==> src/rtl/pwr_sup_pkg.sv <==
package pwr_sup_pkg;

   typedef enum logic [2:0] {
      M_OFF      = 3'd0,
      M_STANDBY  = 3'd1,
      M_NORMAL   = 3'd2,
      M_SLEEP    = 3'd3,
      M_OVERTEMP = 3'd4
   } mode_e;

   typedef enum logic [1:0] {
      BUS_ACTIVE = 2'd0,
      BUS_LOWPWR = 2'd1,
      BUS_OFF    = 2'd2,
      BUS_HIZ    = 2'd3
   } bus_e;

   typedef enum logic [1:0] {
      WD_OFF     = 2'd0,
      WD_TIMEOUT = 2'd1,
      WD_WINDOW  = 2'd2
   } wd_e;

   typedef struct packed {
      logic       reg_en;
      bus_e       bus;
      wd_e        wd;
      logic       limp_n;
      logic       int_hi;
   } mode_out_t;

endpackage

==> src/rtl/pwr_mode_fsm.sv <==
module pwr_mode_fsm
   import pwr_sup_pkg::*;
#(
   parameter int WAKE_W = 2
) (
   input  logic              clk,
   input  logic              rst_n,
   input  logic              bat_below_off,
   input  logic              bat_above_on,
   input  logic              temp_above_act,
   input  logic              temp_below_rel,
   input  logic [1:0]        mode_req,
   input  logic              int_line,
   input  logic [WAKE_W-1:0] wake_en,
   input  logic              wake_pend,
   input  logic [WAKE_W-1:0] wake_evt,
   input  logic              wdog_ovf,
   input  logic              reg_uv,
   output mode_e             mode_q,
   output logic              pulse_start
);

   mode_e mode_d;
   logic  sleep_ok;
   logic  reset_evt;
   logic  wake_hit;

   assign sleep_ok  = int_line && (|wake_en) && !wake_pend;
   assign reset_evt = wdog_ovf || reg_uv;
   assign wake_hit  = |(wake_en & wake_evt);

   always_comb begin
      mode_d      = mode_q;
      pulse_start = 1'b0;
      if (bat_below_off) begin
         mode_d = M_OFF;
      end else begin
         unique case (mode_q)
            M_OFF: begin
               if (bat_above_on) begin
                  mode_d      = M_STANDBY;
                  pulse_start = 1'b1;
               end
            end
            M_STANDBY: begin
               if (temp_above_act) begin
                  mode_d = M_OVERTEMP;
               end else if (mode_req[1]) begin
                  mode_d = M_NORMAL;
               end else if (mode_req == 2'b01 && sleep_ok) begin
                  mode_d = M_SLEEP;
               end
            end
            M_NORMAL: begin
               if (temp_above_act) begin
                  mode_d = M_OVERTEMP;
               end else if (reset_evt) begin
                  mode_d      = M_STANDBY;
                  pulse_start = 1'b1;
               end else if (mode_req == 2'b00) begin
                  mode_d = M_STANDBY;
               end else if (mode_req == 2'b01 && sleep_ok) begin
                  mode_d = M_SLEEP;
               end
            end
            M_SLEEP: begin
               if (wake_hit) begin
                  mode_d      = M_STANDBY;
                  pulse_start = 1'b1;
               end
            end
            M_OVERTEMP: begin
               if (temp_below_rel) begin
                  mode_d      = M_STANDBY;
                  pulse_start = 1'b1;
               end
            end
            default: mode_d = M_OFF;
         endcase
      end
   end

   always_ff @(posedge clk or negedge rst_n) begin
      if (!rst_n) begin
         mode_q <= M_OFF;
      end else begin
         mode_q <= mode_d;
      end
   end

endmodule

==> src/rtl/pwr_rst_timer.sv <==
module pwr_rst_timer #(
   parameter int LONG_CYC  = 20,
   parameter int SHORT_CYC = 4
) (
   input  logic clk,
   input  logic rst_n,
   input  logic start,
   input  logic long_sel,
   output logic busy
);

   localparam int MAX_CYC = (LONG_CYC > SHORT_CYC) ? LONG_CYC : SHORT_CYC;
   localparam int CNT_W   = $clog2(MAX_CYC + 1);
   localparam logic [CNT_W-1:0] LOAD_LONG  = CNT_W'(LONG_CYC);
   localparam logic [CNT_W-1:0] LOAD_SHORT = CNT_W'(SHORT_CYC);

   logic [CNT_W-1:0] cnt_q;

   always_ff @(posedge clk or negedge rst_n) begin
      if (!rst_n) begin
         cnt_q <= '0;
      end else if (start) begin
         cnt_q <= long_sel ? LOAD_LONG : LOAD_SHORT;
      end else if (cnt_q != '0) begin
         cnt_q <= cnt_q - 1'b1;
      end
   end

   assign busy = (cnt_q != '0);

endmodule

==> src/rtl/pwr_out_map.sv <==
module pwr_out_map
   import pwr_sup_pkg::*;
(
   input  mode_e       mode,
   input  logic        bus_lp_sel,
   input  logic        wd_dis,
   input  logic        wd_run_sel,
   input  logic [1:0]  wd_norm_sel,
   output mode_out_t   outs
);

   wd_e norm_wd;

   always_comb begin
      if (wd_dis) begin
         norm_wd = WD_OFF;
      end else begin
         unique case (wd_norm_sel)
            2'b00:   norm_wd = WD_OFF;
            2'b01:   norm_wd = WD_TIMEOUT;
            default: norm_wd = WD_WINDOW;
         endcase
      end
   end

   always_comb begin
      outs = '{reg_en: 1'b0, bus: BUS_HIZ, wd: WD_OFF, limp_n: 1'b1, int_hi: 1'b0};
      unique case (mode)
         M_OFF: begin
            outs.int_hi = 1'b1;
         end
         M_STANDBY: begin
            outs.reg_en = 1'b1;
            outs.bus    = bus_lp_sel ? BUS_LOWPWR : BUS_OFF;
            outs.wd     = (!wd_dis && wd_run_sel) ? WD_TIMEOUT : WD_OFF;
         end
         M_NORMAL: begin
            outs.reg_en = 1'b1;
            outs.bus    = bus_lp_sel ? BUS_LOWPWR : BUS_ACTIVE;
            outs.wd     = norm_wd;
         end
         M_SLEEP: begin
            outs.bus    = bus_lp_sel ? BUS_LOWPWR : BUS_OFF;
         end
         M_OVERTEMP: begin
            outs.limp_n = 1'b0;
         end
         default: outs.int_hi = 1'b1;
      endcase
   end

endmodule

==> src/rtl/pwr_supervisor.sv <==
module pwr_supervisor
   import pwr_sup_pkg::*;
#(
   parameter int WAKE_W        = 2,
   parameter int RST_LONG_CYC  = 20,
   parameter int RST_SHORT_CYC = 4
) (
   input  logic              clk,
   input  logic              rst_n,
   input  logic              bat_below_off,
   input  logic              bat_above_on,
   input  logic              temp_above_act,
   input  logic              temp_below_rel,
   input  logic [1:0]        mode_req,
   input  logic              int_line,
   input  logic [WAKE_W-1:0] wake_en,
   input  logic              wake_pend,
   input  logic [WAKE_W-1:0] wake_evt,
   input  logic              wdog_ovf,
   input  logic              reg_uv,
   input  logic              bus_lp_sel,
   input  logic              wd_dis,
   input  logic              wd_run_sel,
   input  logic [1:0]        wd_norm_sel,
   input  logic              rst_long_sel,
   output logic [2:0]        mode_o,
   output logic              reg_en,
   output logic [1:0]        bus_state,
   output logic [1:0]        wd_mode,
   output logic              rst_out_n,
   output logic              limp_n,
   output logic              int_hold_hi
);

   generate
      if (WAKE_W < 1) begin : g_bad_wake
         $error("WAKE_W must be at least 1");
      end
      if (RST_SHORT_CYC < 1 || RST_LONG_CYC <= RST_SHORT_CYC) begin : g_bad_pulse
         $error("reset pulse lengths must satisfy 1 <= SHORT < LONG");
      end
   endgenerate

   mode_e     mode_q;
   logic      pulse_start;
   logic      pulse_busy;
   mode_out_t outs;

   pwr_mode_fsm #(.WAKE_W(WAKE_W)) i_fsm (
      .clk            (clk),
      .rst_n          (rst_n),
      .bat_below_off  (bat_below_off),
      .bat_above_on   (bat_above_on),
      .temp_above_act (temp_above_act),
      .temp_below_rel (temp_below_rel),
      .mode_req       (mode_req),
      .int_line       (int_line),
      .wake_en        (wake_en),
      .wake_pend      (wake_pend),
      .wake_evt       (wake_evt),
      .wdog_ovf       (wdog_ovf),
      .reg_uv         (reg_uv),
      .mode_q         (mode_q),
      .pulse_start    (pulse_start)
   );

   pwr_rst_timer #(
      .LONG_CYC  (RST_LONG_CYC),
      .SHORT_CYC (RST_SHORT_CYC)
   ) i_timer (
      .clk      (clk),
      .rst_n    (rst_n),
      .start    (pulse_start),
      .long_sel (rst_long_sel),
      .busy     (pulse_busy)
   );

   pwr_out_map i_map (
      .mode        (mode_q),
      .bus_lp_sel  (bus_lp_sel),
      .wd_dis      (wd_dis),
      .wd_run_sel  (wd_run_sel),
      .wd_norm_sel (wd_norm_sel),
      .outs        (outs)
   );

   assign mode_o      = mode_q;
   assign reg_en      = outs.reg_en;
   assign bus_state   = outs.bus;
   assign wd_mode     = outs.wd;
   assign limp_n      = outs.limp_n;
   assign int_hold_hi = outs.int_hi;
   assign rst_out_n   = outs.reg_en && !pulse_busy;

endmodule

==> config.mk <==
export PLATFORM = sky130hd
export DESIGN_NAME = pwr_supervisor
export DESIGN_NICKNAME = d
export VERILOG_FILES = /design/src/rtl/pwr_sup_pkg.sv /design/src/rtl/pwr_mode_fsm.sv /design/src/rtl/pwr_rst_timer.sv /design/src/rtl/pwr_out_map.sv /design/src/rtl/pwr_supervisor.sv
export SDC_FILE = /design/constraint.sdc
export NUM_CORES = 1
export LEC_CHECK = 0
export BUFFER_PORTS_ARGS = -buffer_cell sky130_fd_sc_hd__buf_2
export CORE_MARGIN = 5
export CORE_UTILIZATION = 48
export CTS_BUF_LIST = sky130_fd_sc_hd__clkbuf_4
export CTS_CLUSTER_SIZE = 24
export DETAILED_ROUTE_END_ITERATION = 16
export GPL_TIMING_DRIVEN = 0
export PLACE_DENSITY = 0.82
export SYNTH_ARGS = -nofsm -noshare
export SYNTH_HDL_FRONTEND = slang
export SYNTH_SLANG_ARGS = --single-unit
export TNS_END_PERCENT = 5
==> constraint.sdc <==
create_clock -name clk -period 1.8 [get_ports clk]
set_input_delay 0.09 -clock clk [delete_from_list [all_inputs] [get_ports clk]]
set_output_delay 0.09 -clock clk [all_outputs]
set_load 0.1 [all_outputs]
==> impl_metrics.json <==
{
  "path_class": "reg -> out",
  "fin_crit_ns": 1.81,
  "routed_wl_mm": 2.05,
  "r2r_start": "i_fsm.mode_q[2]",
  "finalCritPeriodShare": 1.00,
  "critical_path_arrival_ns": 1.72,
  "die_y_um": 49.4,
  "static-leakage-power_nw": 0.489,
  "clk_pin_slew_worst_paths_ns": 0.06,
  "irDropWorstVdd_uv": 1100,
  "grt.total_usage": 0.172,
  "area_growth_pct": 49.5,
  "min_path_type": "in -> reg",
  "crit_buf_inv": 2,
  "seq_area_um2": 209,
  "dp_hpwl_mm": 1.44,
  "ios": 33,
  "cts_tree": "done",
  "synth_top_area_frac": 0.269,
  "setup_ws_ns": -0.00622,
  "floorplan.initialDensity": 0.499,
  "grt_max_degree": 11,
  "multi_input_area_um2": 561,
  "clock_sinks": 8,
  "yosys_most_used_dff": "dfrtp_1",
  "hold_viol": 0,
  "syn_nets": 106,
  "insertedDiodeCount": 0,
  "cts-buffers-inserted": 3,
  "crit_chain": "nand2b_4, buf_6, nor3b_2, a21oi_2, nor3_4, buf_12",
  "path_max_fanout": 8,
  "h-tree-depth": 1,
  "die_area_um2": 2440,
  "yosysMostFrequentCell": "nor2_1",
  "synth-seq-cells": 8,
  "post_drt_wl_per_cell_um": 15.0,
  "first_pass_iters": 4,
  "finalMaxSlewViolations": 0,
  "ys_seq_area_frac": 0.269,
  "synth_commonest_cells": "nor2_1, dfrtp_1, a21oi_1, nand2_1, buf_6",
  "rsz0062_at_grt": "yes",
  "grt_pass1_wl_mm": 3.32,
  "die_w_um": 49.4,
  "cp-end-kind": "output port",
  "synthArstFlopShare": 1.00,
  "grt_overflow_total": 0,
  "synth_enable_flop_cells": 0,
  "violations": "negative setup slack",
  "syn_inst": 82,
  "maxCapViolCount": 0,
  "drive_gt1_frac": 0.550,
  "finish.utilization": 0.746,
  "p_per_area_nw_per_um2": 1040,
  "pre_cts_ws_ns": 0.0145,
  "yosys_warnings": 0,
  "yosysTopAreaCell": "dfrtp_1",
  "io_buffers": 32,
  "finClkSkew_ns": 0.00324,
  "synth_area_per_cell_um2": 9.06,
  "layout.nets": 145,
  "synth_area_leaders": "dfrtp_1, buf_6, nor2_1",
  "fmax_mhz": 554,
  "cp_slowest_cell": "dfrtp_4",
  "finalNonFillerCells": 136,
  "rows": 14,
  "outcome": "finished with violations",
  "nFillCells": 112,
  "dp_cells": 130,
  "grt_pass1_vias": 754,
  "synth_area_um2": 743,
  "crit_path_start": "i_fsm.mode_q[0]",
  "worst_slew_pin_slew_ns": 0.491,
  "place.gp.congestion": 0.842,
  "clk_latency_ns": 0.26,
  "drtAntennaViolNets": 0,
  "drt_iter0_markers": 18,
  "critPathLaunchType": "flip-flop",
  "drc": 0,
  "cp_top_family": "simple AND/OR/NAND/NOR gates",
  "core_area_um2": 1490,
  "critPathRequiredTime_ns": 1.71,
  "max_stage_delay_ns": 0.47,
  "cts_max_path_buffers": 2,
  "tns_ns": -0.00622,
  "vias_per_cell": 5.50,
  "synth_cell_types": 40,
  "cts_root_buffer": "clkbuf_4",
  "relSlewSlack": 0.675,
  "finalSetupViolations": 1,
  "vias": 748,
  "antenna_found_initial": 0,
  "r2r_setup_slack_ns": 0.08,
  "hp-start": "bat_below_off"
}
## placed cells by master, fill, tap and decap left out, types with 2 or more instances in the layout
master     n
a22oi_1    2
dfrtp_1    5
a21o_2     2
dfrtp_4    2
ha_1       2
buf_4      4
o21ai_0    3
a211oi_1   2
buf_6      5
clkbuf_4   4
buf_12     2
nor2b_1    2
nand2_1    5
and2b_2    2
nor2_1    11
a21oi_1    3
inv_1      3
buf_2     26
## worst paths after layout
| kind | end | cells past startpoint |
|---|---|---|
| min in group asynchronous | i_timer.cnt_q[2] | 2 |
| hold reg to reg | i_timer.cnt_q[3] | 2 |
| setup / recovery | wd_mode[0] | 6 |
| hold / removal | i_fsm.mode_q[0] | 2 |
| setup reg to reg | i_timer.cnt_q[4] | 5 |
| max in group asynchronous | i_fsm.mode_q[2] | 2 |
## report_power, final
part	switching, mW	total, mW	internal, mW	leakage [nW]
logic	0.415	0.684	0.269	0.375
registers	0.0504	0.297	0.247	0.0955
clock network	0.0692	0.170	0.100	0.0184
## stage by stage
step           cell area (um2)  total power, mW  hold slack [ns]
2_1_floorplan              818            0.820           -0.206
3_3_place_gp               998            0.918          -0.0641
3_5_place_dp               998            0.937          -0.0583
4_1_cts                   1090             1.14           0.0285
5_1_grt                   1110             1.24           0.0304
6_report                  1110             1.15           0.0394
## routing by layer
metal	vias up	track usage	wire [um]
li1	377	-	-
met1	344	0.220	830
met2	25	0.273	1070
met3	2	0.0673	136
met4	0	0.0314	6
met5	-	0	0
## sequential cells by signal, indices dropped and copies added (netlist names)
| name | cells |
|---|---|
| i_timer.cnt_q | 5 |
| i_fsm.mode_q | 3 |
## kinds of logic (layout without fill, tap and decap cells)
family,count (synthesis),count (layout),share of synthesized area
buf+inv,8,46,0.0808
mux,3,3,0.0539
xor+xnor,3,3,0.0354
simple gates,35,35,0.285
compound gates,23,23,0.242
fa+ha+maj,2,2,0.0337
flops,8,8,0.269
## layout make-up
type,count,share of cell area
clock buffers,4,0.0270
multi-input cells,66,0.505
inverters,3,0.0101
repair buffers,35,0.209
well taps,16,0.0180
plain buffers,4,0.0428
flip-flops and latches,8,0.188
## what timing repair did
item	CTS	global route
setup buffers	0	2
setup endpoints to repair	7	6
hold buffers	1	0
pin swaps	0	2
resized for setup	14	5
hold endpoints to repair	8	0
Power figures use the tool's default switching activity.
